`src/rtl/chan_sched_pkg.sv`:
```
// Package chan_sched_pkg
// Shared types for the snapshot channel scheduler.
// Assumes: none; holds no logic.
package chan_sched_pkg;

    // Largest channel count the scheduler is sized for.
    localparam int unsigned SCHED_MAX_CH = 16;

    // Batch phase of the scheduler controller.
    typedef enum logic [1:0] {
        PH_CAPTURE = 2'd0,  // no batch running, snapshot taken every cycle
        PH_PICK    = 2'd1,  // snapshot frozen, first grant being chosen
        PH_SERVE   = 2'd2   // grant held, waiting for done
    } sched_phase_e;

endpackage

```
`src/rtl/sched_pick.sv`:
```
// Module sched_pick
// Finds the lowest set bit of an eligibility vector. It returns that bit
// one-hot and as an index, plus the snapshot bits strictly above it,
// which are the channels that are still to be visited in this batch.
// Assumes: purely combinational; the caller registers its outputs.
module sched_pick #(
    parameter int unsigned NUM_CH   = 2,
    parameter int unsigned CH_IDX_W = (NUM_CH > 1) ? $clog2(NUM_CH) : 1
) (
    input  logic [NUM_CH-1:0]   elig_i,
    input  logic [NUM_CH-1:0]   snap_i,
    output logic [NUM_CH-1:0]   win_o,
    output logic [CH_IDX_W-1:0] win_idx_o,
    output logic [NUM_CH-1:0]   rest_o,
    output logic                any_o
);

    // below[i] is set when some eligible bit sits strictly below channel i
    logic [NUM_CH-1:0] below;

    assign below[0] = 1'b0;

    genvar gi;
    generate
        for (gi = 1; gi < NUM_CH; gi++) begin : g_chain
            // Carry the "already found" flag up the chain.
            assign below[gi] = below[gi-1] | elig_i[gi-1];
        end
        for (gi = 0; gi < NUM_CH; gi++) begin : g_bit
            // A bit wins when it is eligible and nothing below it is.
            assign win_o[gi]  = elig_i[gi] & ~below[gi];
            // Snapshot bits above the winner stay for later visits.
            assign rest_o[gi] = snap_i[gi] & below[gi];
        end
    endgenerate

    // Encode the one-hot winner into a binary index.
    always_comb begin
        win_idx_o = '0;
        for (int i = 0; i < NUM_CH; i++) begin
            if (win_o[i]) begin
                win_idx_o = CH_IDX_W'(i);
            end
        end
    end

    assign any_o = |elig_i;

endmodule

```
`src/rtl/sched_snap.sv`:
```
// Module sched_snap
// Holds the frozen snapshot of channels still to be visited in the
// current batch. The controller writes it whenever it captures or
// advances the batch.
// Assumes: the write enable and data come from one controller.
module sched_snap #(
    parameter int unsigned NUM_CH = 2
) (
    input  logic              clk,
    input  logic              rst_n,
    input  logic              we_i,
    input  logic [NUM_CH-1:0] d_i,
    output logic [NUM_CH-1:0] snap_o
);

    // Snapshot storage: cleared on reset, loaded on write enable.
    always_ff @(posedge clk) begin
        if (!rst_n) begin
            snap_o <= '0;
        end else if (we_i) begin
            snap_o <= d_i;
        end
    end

endmodule

```
`src/rtl/sched_ctrl.sv`:
```
// Module sched_ctrl
// Batch controller. It captures the pending vector, picks the first
// grant, holds each grant until done, and then either moves to the next
// picked channel in the same cycle or closes the batch.
// Assumes: done_i is a one-cycle pulse; the picker outputs reflect the
// current snapshot ANDed with the availability vector.
module sched_ctrl
    import chan_sched_pkg::*;
#(
    parameter int unsigned NUM_CH   = 2,
    parameter int unsigned CH_IDX_W = (NUM_CH > 1) ? $clog2(NUM_CH) : 1
) (
    input  logic                clk,
    input  logic                rst_n,
    input  logic [NUM_CH-1:0]   pend_i,
    input  logic                done_i,
    input  logic                any_i,
    input  logic [NUM_CH-1:0]   win_i,
    input  logic [CH_IDX_W-1:0] win_idx_i,
    input  logic [NUM_CH-1:0]   rest_i,
    output logic                snap_we_o,
    output logic [NUM_CH-1:0]   snap_d_o,
    output logic [NUM_CH-1:0]   gnt_o,
    output logic [CH_IDX_W-1:0] gnt_idx_o
);

    sched_phase_e        phase_q, phase_d;
    logic [NUM_CH-1:0]   gnt_d;
    logic [CH_IDX_W-1:0] idx_d;

    // Next-state logic for the phase, the grant and the snapshot write.
    always_comb begin
        phase_d   = phase_q;
        gnt_d     = gnt_o;
        idx_d     = gnt_idx_o;
        snap_we_o = 1'b0;
        snap_d_o  = '0;
        unique case (phase_q)
            PH_CAPTURE: begin
                snap_we_o = 1'b1;
                snap_d_o  = pend_i;
                if (|pend_i) begin
                    phase_d = PH_PICK;
                end
            end
            PH_PICK: begin
                snap_we_o = 1'b1;
                if (any_i) begin
                    gnt_d    = win_i;
                    idx_d    = win_idx_i;
                    snap_d_o = rest_i;
                    phase_d  = PH_SERVE;
                end else begin
                    phase_d  = PH_CAPTURE;
                end
            end
            PH_SERVE: begin
                if (done_i) begin
                    snap_we_o = 1'b1;
                    if (any_i) begin
                        gnt_d    = win_i;
                        idx_d    = win_idx_i;
                        snap_d_o = rest_i;
                    end else begin
                        gnt_d    = '0;
                        idx_d    = '0;
                        phase_d  = PH_CAPTURE;
                    end
                end
            end
            default: begin
                phase_d = PH_CAPTURE;
            end
        endcase
    end

    // State registers for the phase, the grant and its index.
    always_ff @(posedge clk) begin
        if (!rst_n) begin
            phase_q   <= PH_CAPTURE;
            gnt_o     <= '0;
            gnt_idx_o <= '0;
        end else begin
            phase_q   <= phase_d;
            gnt_o     <= gnt_d;
            gnt_idx_o <= idx_d;
        end
    end

    // reset leaves no grant behind.
    p_reset_clear_r1: assert property (@(posedge clk)
        !rst_n |=> (gnt_o == '0 && gnt_idx_o == '0));

    // at most one channel is granted.
    p_onehot_r2: assert property (@(posedge clk) disable iff (!rst_n)
        $onehot0(gnt_o));

    // the index points at the granted bit.
    p_idx_match_r2: assert property (@(posedge clk) disable iff (!rst_n)
        (gnt_o != '0) |-> gnt_o[gnt_idx_o]);

    // a grant is held until done.
    p_hold_r3: assert property (@(posedge clk) disable iff (!rst_n)
        (gnt_o != '0 && !done_i) |=> ($stable(gnt_o) && $stable(gnt_idx_o)));

    // the next grant of a batch is always higher.
    p_ascend_r5: assert property (@(posedge clk) disable iff (!rst_n)
        (gnt_o != '0 && done_i) |=>
            (gnt_o == '0 || gnt_idx_o > $past(gnt_idx_o)));

    // done with no grant leaves the grant at zero.
    p_idle_done_r9: assert property (@(posedge clk) disable iff (!rst_n)
        (gnt_o == '0 && phase_q == PH_CAPTURE && done_i) |=> (gnt_o == '0));

endmodule

```
`src/rtl/chan_snap_sched.sv`:
```
// Module chan_snap_sched
// Top of the snapshot scheduler. It serves the pending channels in
// batches, in ascending order, one grant per channel per batch, and skips
// channels that have no descriptors available.
// Assumes: pend_i stays high until the channel is served; done_i pulses
// for one cycle per grant.
module chan_snap_sched
    import chan_sched_pkg::*;
#(
    parameter int unsigned NUM_CH   = 2,
    parameter int unsigned CH_IDX_W = (NUM_CH > 1) ? $clog2(NUM_CH) : 1
) (
    input  logic                clk,
    input  logic                rst_n,
    input  logic [NUM_CH-1:0]   pend_i,
    input  logic [NUM_CH-1:0]   avail_i,
    input  logic                done_i,
    output logic [NUM_CH-1:0]   gnt_o,
    output logic [CH_IDX_W-1:0] gnt_idx_o
);

    logic [NUM_CH-1:0]   snap_q;
    logic [NUM_CH-1:0]   elig;
    logic [NUM_CH-1:0]   win;
    logic [NUM_CH-1:0]   rest;
    logic [CH_IDX_W-1:0] win_idx;
    logic                any_elig;
    logic                snap_we;
    logic [NUM_CH-1:0]   snap_d;

    // Channels that can be served now: in the snapshot and with descriptors.
    assign elig = snap_q & avail_i;

    sched_snap #(.NUM_CH(NUM_CH)) u_snap (
        .clk    (clk),
        .rst_n  (rst_n),
        .we_i   (snap_we),
        .d_i    (snap_d),
        .snap_o (snap_q)
    );

    sched_pick #(.NUM_CH(NUM_CH), .CH_IDX_W(CH_IDX_W)) u_pick (
        .elig_i    (elig),
        .snap_i    (snap_q),
        .win_o     (win),
        .win_idx_o (win_idx),
        .rest_o    (rest),
        .any_o     (any_elig)
    );

    sched_ctrl #(.NUM_CH(NUM_CH), .CH_IDX_W(CH_IDX_W)) u_ctrl (
        .clk       (clk),
        .rst_n     (rst_n),
        .pend_i    (pend_i),
        .done_i    (done_i),
        .any_i     (any_elig),
        .win_i     (win),
        .win_idx_i (win_idx),
        .rest_i    (rest),
        .snap_we_o (snap_we),
        .snap_d_o  (snap_d),
        .gnt_o     (gnt_o),
        .gnt_idx_o (gnt_idx_o)
    );

    // a newly granted channel was in the snapshot one cycle earlier.
    p_from_snap_r5: assert property (@(posedge clk) disable iff (!rst_n)
        ((gnt_o & ~$past(gnt_o)) != '0) |-> (($past(snap_q) & gnt_o) != '0));

    // a newly granted channel had descriptors available when picked.
    p_avail_r6: assert property (@(posedge clk) disable iff (!rst_n)
        ((gnt_o & ~$past(gnt_o)) != '0) |-> (($past(avail_i) & gnt_o) != '0));

endmodule

```
`config.mk`:
```
export PLATFORM = sky130hd
export DESIGN_NAME = chan_snap_sched
export DESIGN_NICKNAME = d
export VERILOG_FILES = /design/src/rtl/chan_sched_pkg.sv /design/src/rtl/sched_pick.sv /design/src/rtl/sched_snap.sv /design/src/rtl/sched_ctrl.sv /design/src/rtl/chan_snap_sched.sv
export SDC_FILE = /design/constraint.sdc
export NUM_CORES = 1
export LEC_CHECK = 0
export CORE_AREA = 2 2 39 41
export CTS_BUF_LIST = sky130_fd_sc_hd__clkbuf_16
export CTS_CLUSTER_DIAMETER = 200
export DETAILED_ROUTE_END_ITERATION = 6
export DIE_AREA = 0 0 41 43
export PLACE_DENSITY_LB_ADDON = 0.2
export SETUP_SLACK_MARGIN = 0.15
export SYNTH_ARGS = -nofsm -noshare
export SYNTH_HDL_FRONTEND = slang
export SYNTH_SLANG_ARGS = --single-unit
export TNS_END_PERCENT = 30
```
`constraint.sdc`:
```
create_clock -name clk -period 1.05 [get_ports clk]
set_input_delay 0.21 -clock clk [delete_from_list [all_inputs] [get_ports clk]]
set_output_delay 0.21 -clock clk [all_outputs]
set_load 0.01 [all_outputs]
```
==> impl_metrics.json, run 1 <==
{
  "holdWs_ns": 0.4297,
  "design.die.area_um2": 1763,
  "buffer_levels_on_the_longest_clock_path": 2,
  "achievable-frequency_ghz": 1.045,
  "most_area_hungry_cell_type_in_the_yosys_netlist": "sky130_fd_sc_hd__dfxtp_1",
  "die_height_um": 43,
  "core_area_um2": 1384,
  "tritoncts.num_buffers": 3,
  "worstPathCellList": "and3b_2, o21ai_2, o22ai_1",
  "leakage_uw": 0.0002307,
  "cp_max_fo": 6,
  "synthToLayoutAreaGrowth_pct": 69.26,
  "seq_power_share_pct": 26.3,
  "drv.max_cap_violation_count": 0,
  "h-tree-depth": 1,
  "initial_utilization_pct": 22.06,
  "nets": 55,
  "cts.root.buffer_cell": "sky130_fd_sc_hd__clkbuf_16",
  "slew_headroom_pct": 84.13,
  "grtUsageTotal_pct": 9.940,
  "synth_sequential_area_ratio_pct": 39.34,
  "worstHoldPathCells": 3,
  "routed_wl_um": 705,
  "clock_sinks": 6,
  "postSynth.asyncResetShare_pct": 0,
  "ys_ff_latch": 6,
  "cpLargestDelayFamily": "flip-flops",
  "yosys.area.top_type_share_pct": 39.34,
  "buffer_ports.inserted": 9,
  "p_switching_uw": 183.2,
  "first_global_vias": 289,
  "power_report.internal_total_uw": 783.9,
  "boundaryPins": 10,
  "number_of_enable_flip_flop_cells_after_synthesis": 0,
  "synth.top_cells.by_area": "sky130_fd_sc_hd__dfxtp_1 (39%), sky130_fd_sc_hd__nand3b_4 (6.6%), sky130_fd_sc_hd__o32ai_2 (5.3%), sky130_fd_sc_hd__a22oi_2 (4.1%), sky130_fd_sc_hd__nand2b_1 (4.1%)",
  "worst-setup-path-type": "flop to flop",
  "drt_iter0_drcs": 0,
  "postSynth.topFlopCell": "sky130_fd_sc_hd__dfxtp_1",
  "final_design_area_excluding_fillers_um2": 516.7,
  "maxSlewViolCount": 0,
  "worst_ep_required_ns": 1.16,
  "antenna_left": 0,
  "max_incr_delay_on_cp_ns": 0.35,
  "clock_tree_from_tritoncts": "yes",
  "fin_crit_sh_pct": 91.15,
  "slowest_cell_on_the_critical_path": "sky130_fd_sc_hd__dfxtp_2",
  "setup.worst_path.start_class": "flop",
  "drt-pass1-iter-count": 1,
  "place_area_um2": 452.9,
  "synthesis.yosys.warnings": 0,
  "largest_net_degree_at_the_start_of_global_routing": 7,
  "power.share.combinational_pct": 9.6,
  "placementRows": 14,
  "tightest_slew_ns": 0.2380,
  "netlist_top_cells_count": "sky130_fd_sc_hd__dfxtp_1 (6), sky130_fd_sc_hd__nand2_1 (3)",
  "grt_antenna_before_repair": 0,
  "viasPerCell": 4.790,
  "critical_path.endpoint_type": "flop",
  "syn-instance-count": 31,
  "clkTransAtPathRegs_ns": 0.03,
  "critical_path_arrival_ns": 1.07,
  "report.final.setup_viol": 0,
  "worst_r2r_path_cells": 3,
  "critical_path.n_buffers_inverters": 0,
  "hold_class": "input pin to flop",
  "worstSkewPairLatency_ns": 0.23,
  "timing.final.crit_period_ns": 0.9571,
  "power_density_nw_per_um2": 1872,
  "timing.critical_path.depth": 3,
  "finalHoldViolCount": 0,
  "antenna_cells": 0,
  "syn_area_um2": 305.3,
  "fillers": 141,
  "grt_remaining_overflow": 0,
  "drc": 0,
  "grt_setup_unrepaired": "true",
  "seq_area_um2": 126.4,
  "route.vias.total": 297,
  "run_status": "complete, no violations",
  "ir_worst_vdd_mv": 1.048,
  "power.clock.fraction_pct": 64.1,
  "dpl.hpwl_um": 497.3,
  "yosys.cell_types.count": 20,
  "finClkSkew_ns": 0.002019,
  "routabilityCongestion": 0.7755,
  "grt_first_pass_wirelength_um": 1145,
  "share_of_post_route_cells_with_drive_strength_above_1_pct": 43.48,
  "die_w_um": 41,
  "per_instance_average_area_after_synthesis_um2": 9.848,
  "area_occupied_by_multi_input_gates_um2": 195.2,
  "wl_per_cell_um": 11.37,
  "power.switching_fraction_pct": 18.94,
  "syn-num-nets": 38,
  "yosysMostFrequentCell": "sky130_fd_sc_hd__dfxtp_1"
}
[worst paths after layout]
kind | start | endpoint | slack (ns)
max | u_ctrl.phase_q[1] | u_ctrl.gnt_idx_o | 0.09
min | avail_i[1] | u_ctrl.gnt_idx_o | 0.43
max reg2reg | u_ctrl.phase_q[1] | u_ctrl.gnt_idx_o | 0.09
min reg2reg | u_snap.snap_o[1] | u_snap.snap_o[1] | 0.50
[metal layers]
layer	vias up	part of all wire, %	track usage, %
met4	0	2.4	8.000
met5	-	0	0
met3	2	8.1	3.141
li1	146	-	-
met2	9	47	15.00
met1	140	42	10.61
[cell families after synthesis]
kind of cell	after synthesis	synth area share (%)
flip-flops	6	39.35
buffers and inverters	1	2.460
AO/OA/AOI/OAI	11	29.51
AND/OR/NAND/NOR	13	28.69
[registers in the layout, summed over array words and instances (netlist names)]
signal            count
u_snap.snap_o         2
u_ctrl.phase_q        2
u_ctrl.gnt_o          1
u_ctrl.gnt_idx_o      1
[worst reg2reg max path, cell delays in order (launching register included)]
cell                      delay, ns
sky130_fd_sc_hd__dfxtp_2       0.35
sky130_fd_sc_hd__and3b_2       0.25
sky130_fd_sc_hd__o21ai_2       0.15
sky130_fd_sc_hd__o22ai_1       0.10
[timing repair]
action	4_1_cts	5_1_grt
hold buffers	0	0
endpoints found under the hold margin	0	0
pin swaps	2	0
setup endpoints to repair	9	8
setup buffers	0	0
gates resized for setup	16	3
[cells in the final DEF (no fill, tap or decap)]
cell                              count
sky130_fd_sc_hd__a21oi_1              2
sky130_fd_sc_hd__buf_2                3
sky130_fd_sc_hd__dfxtp_4              1
sky130_fd_sc_hd__nand2b_1             2
sky130_fd_sc_hd__o21ai_2              1
sky130_fd_sc_hd__nand3b_4             1
sky130_fd_sc_hd__o21a_1               1
sky130_fd_sc_hd__nand2_1              3
sky130_fd_sc_hd__o22ai_1              1
sky130_fd_sc_hd__o32ai_2              1
sky130_fd_sc_hd__clkbuf_16            3
sky130_fd_sc_hd__nor2b_1              1
sky130_fd_sc_hd__o31ai_1              1
sky130_fd_sc_hd__nand3_1              2
sky130_fd_sc_hd__o211a_1              1
sky130_fd_sc_hd__nor2_1               1
sky130_fd_sc_hd__and3b_2              1
sky130_fd_sc_hd__clkdlybuf4s50_1      2
sky130_fd_sc_hd__a32oi_1              1
sky130_fd_sc_hd__dfxtp_2              2
sky130_fd_sc_hd__a31oi_1              1
sky130_fd_sc_hd__dfxtp_1              3
sky130_fd_sc_hd__dlygate4sd2_1        4
sky130_fd_sc_hd__buf_4                4
sky130_fd_sc_hd__a22oi_2              1
sky130_fd_sc_hd__nor2b_4              2
[power by group through the flow]
stage | clock network (µW) | logic, µW | registers [µW]
after floorplan | 0 | 45.3 | 256
after global placement | 0 | 96.1 | 257
after detailed placement | 0 | 97.6 | 257
after CTS | 621 | 91.2 | 254
after global routing | 636 | 103 | 256
final | 620 | 92.7 | 255
[stage by stage]
| stage | power [µW] | setup WS (ns) | utilization [%] | instances | TNS [ns] |
|---|---|---|---|---|---|
| after detailed placement | 354.9 | -0.2529 | 32.73 | 59 | -1.133 |
| after global routing | 994.2 | 0.05520 | 37.34 | 62 | 0 |
| after CTS | 966.6 | 0.07103 | 36.71 | 62 | 0 |
| after global placement | 353.3 | -0.2356 | 32.73 | 59 | -1.027 |
| after floorplan | 301.6 | 0.1311 | - | 31 | 0 |
| final | 967.1 | 0.09293 | 37.34 | 62 | 0 |
[area by class of cell]
type,count,area share [%]
timing repair buffer,13,19.37
multi-input combinational,24,37.77
tap,16,3.874
sequential,6,24.46
clock buffer,3,14.53
Note: power is estimated with default switching activity, not from simulation.
==> inputs of run 2 (changes only) <==
CAP_MARGIN = 20   (was default)
==> results of run 2 <==
The final DEF is identical to that of run 1; final timing and power are the same.
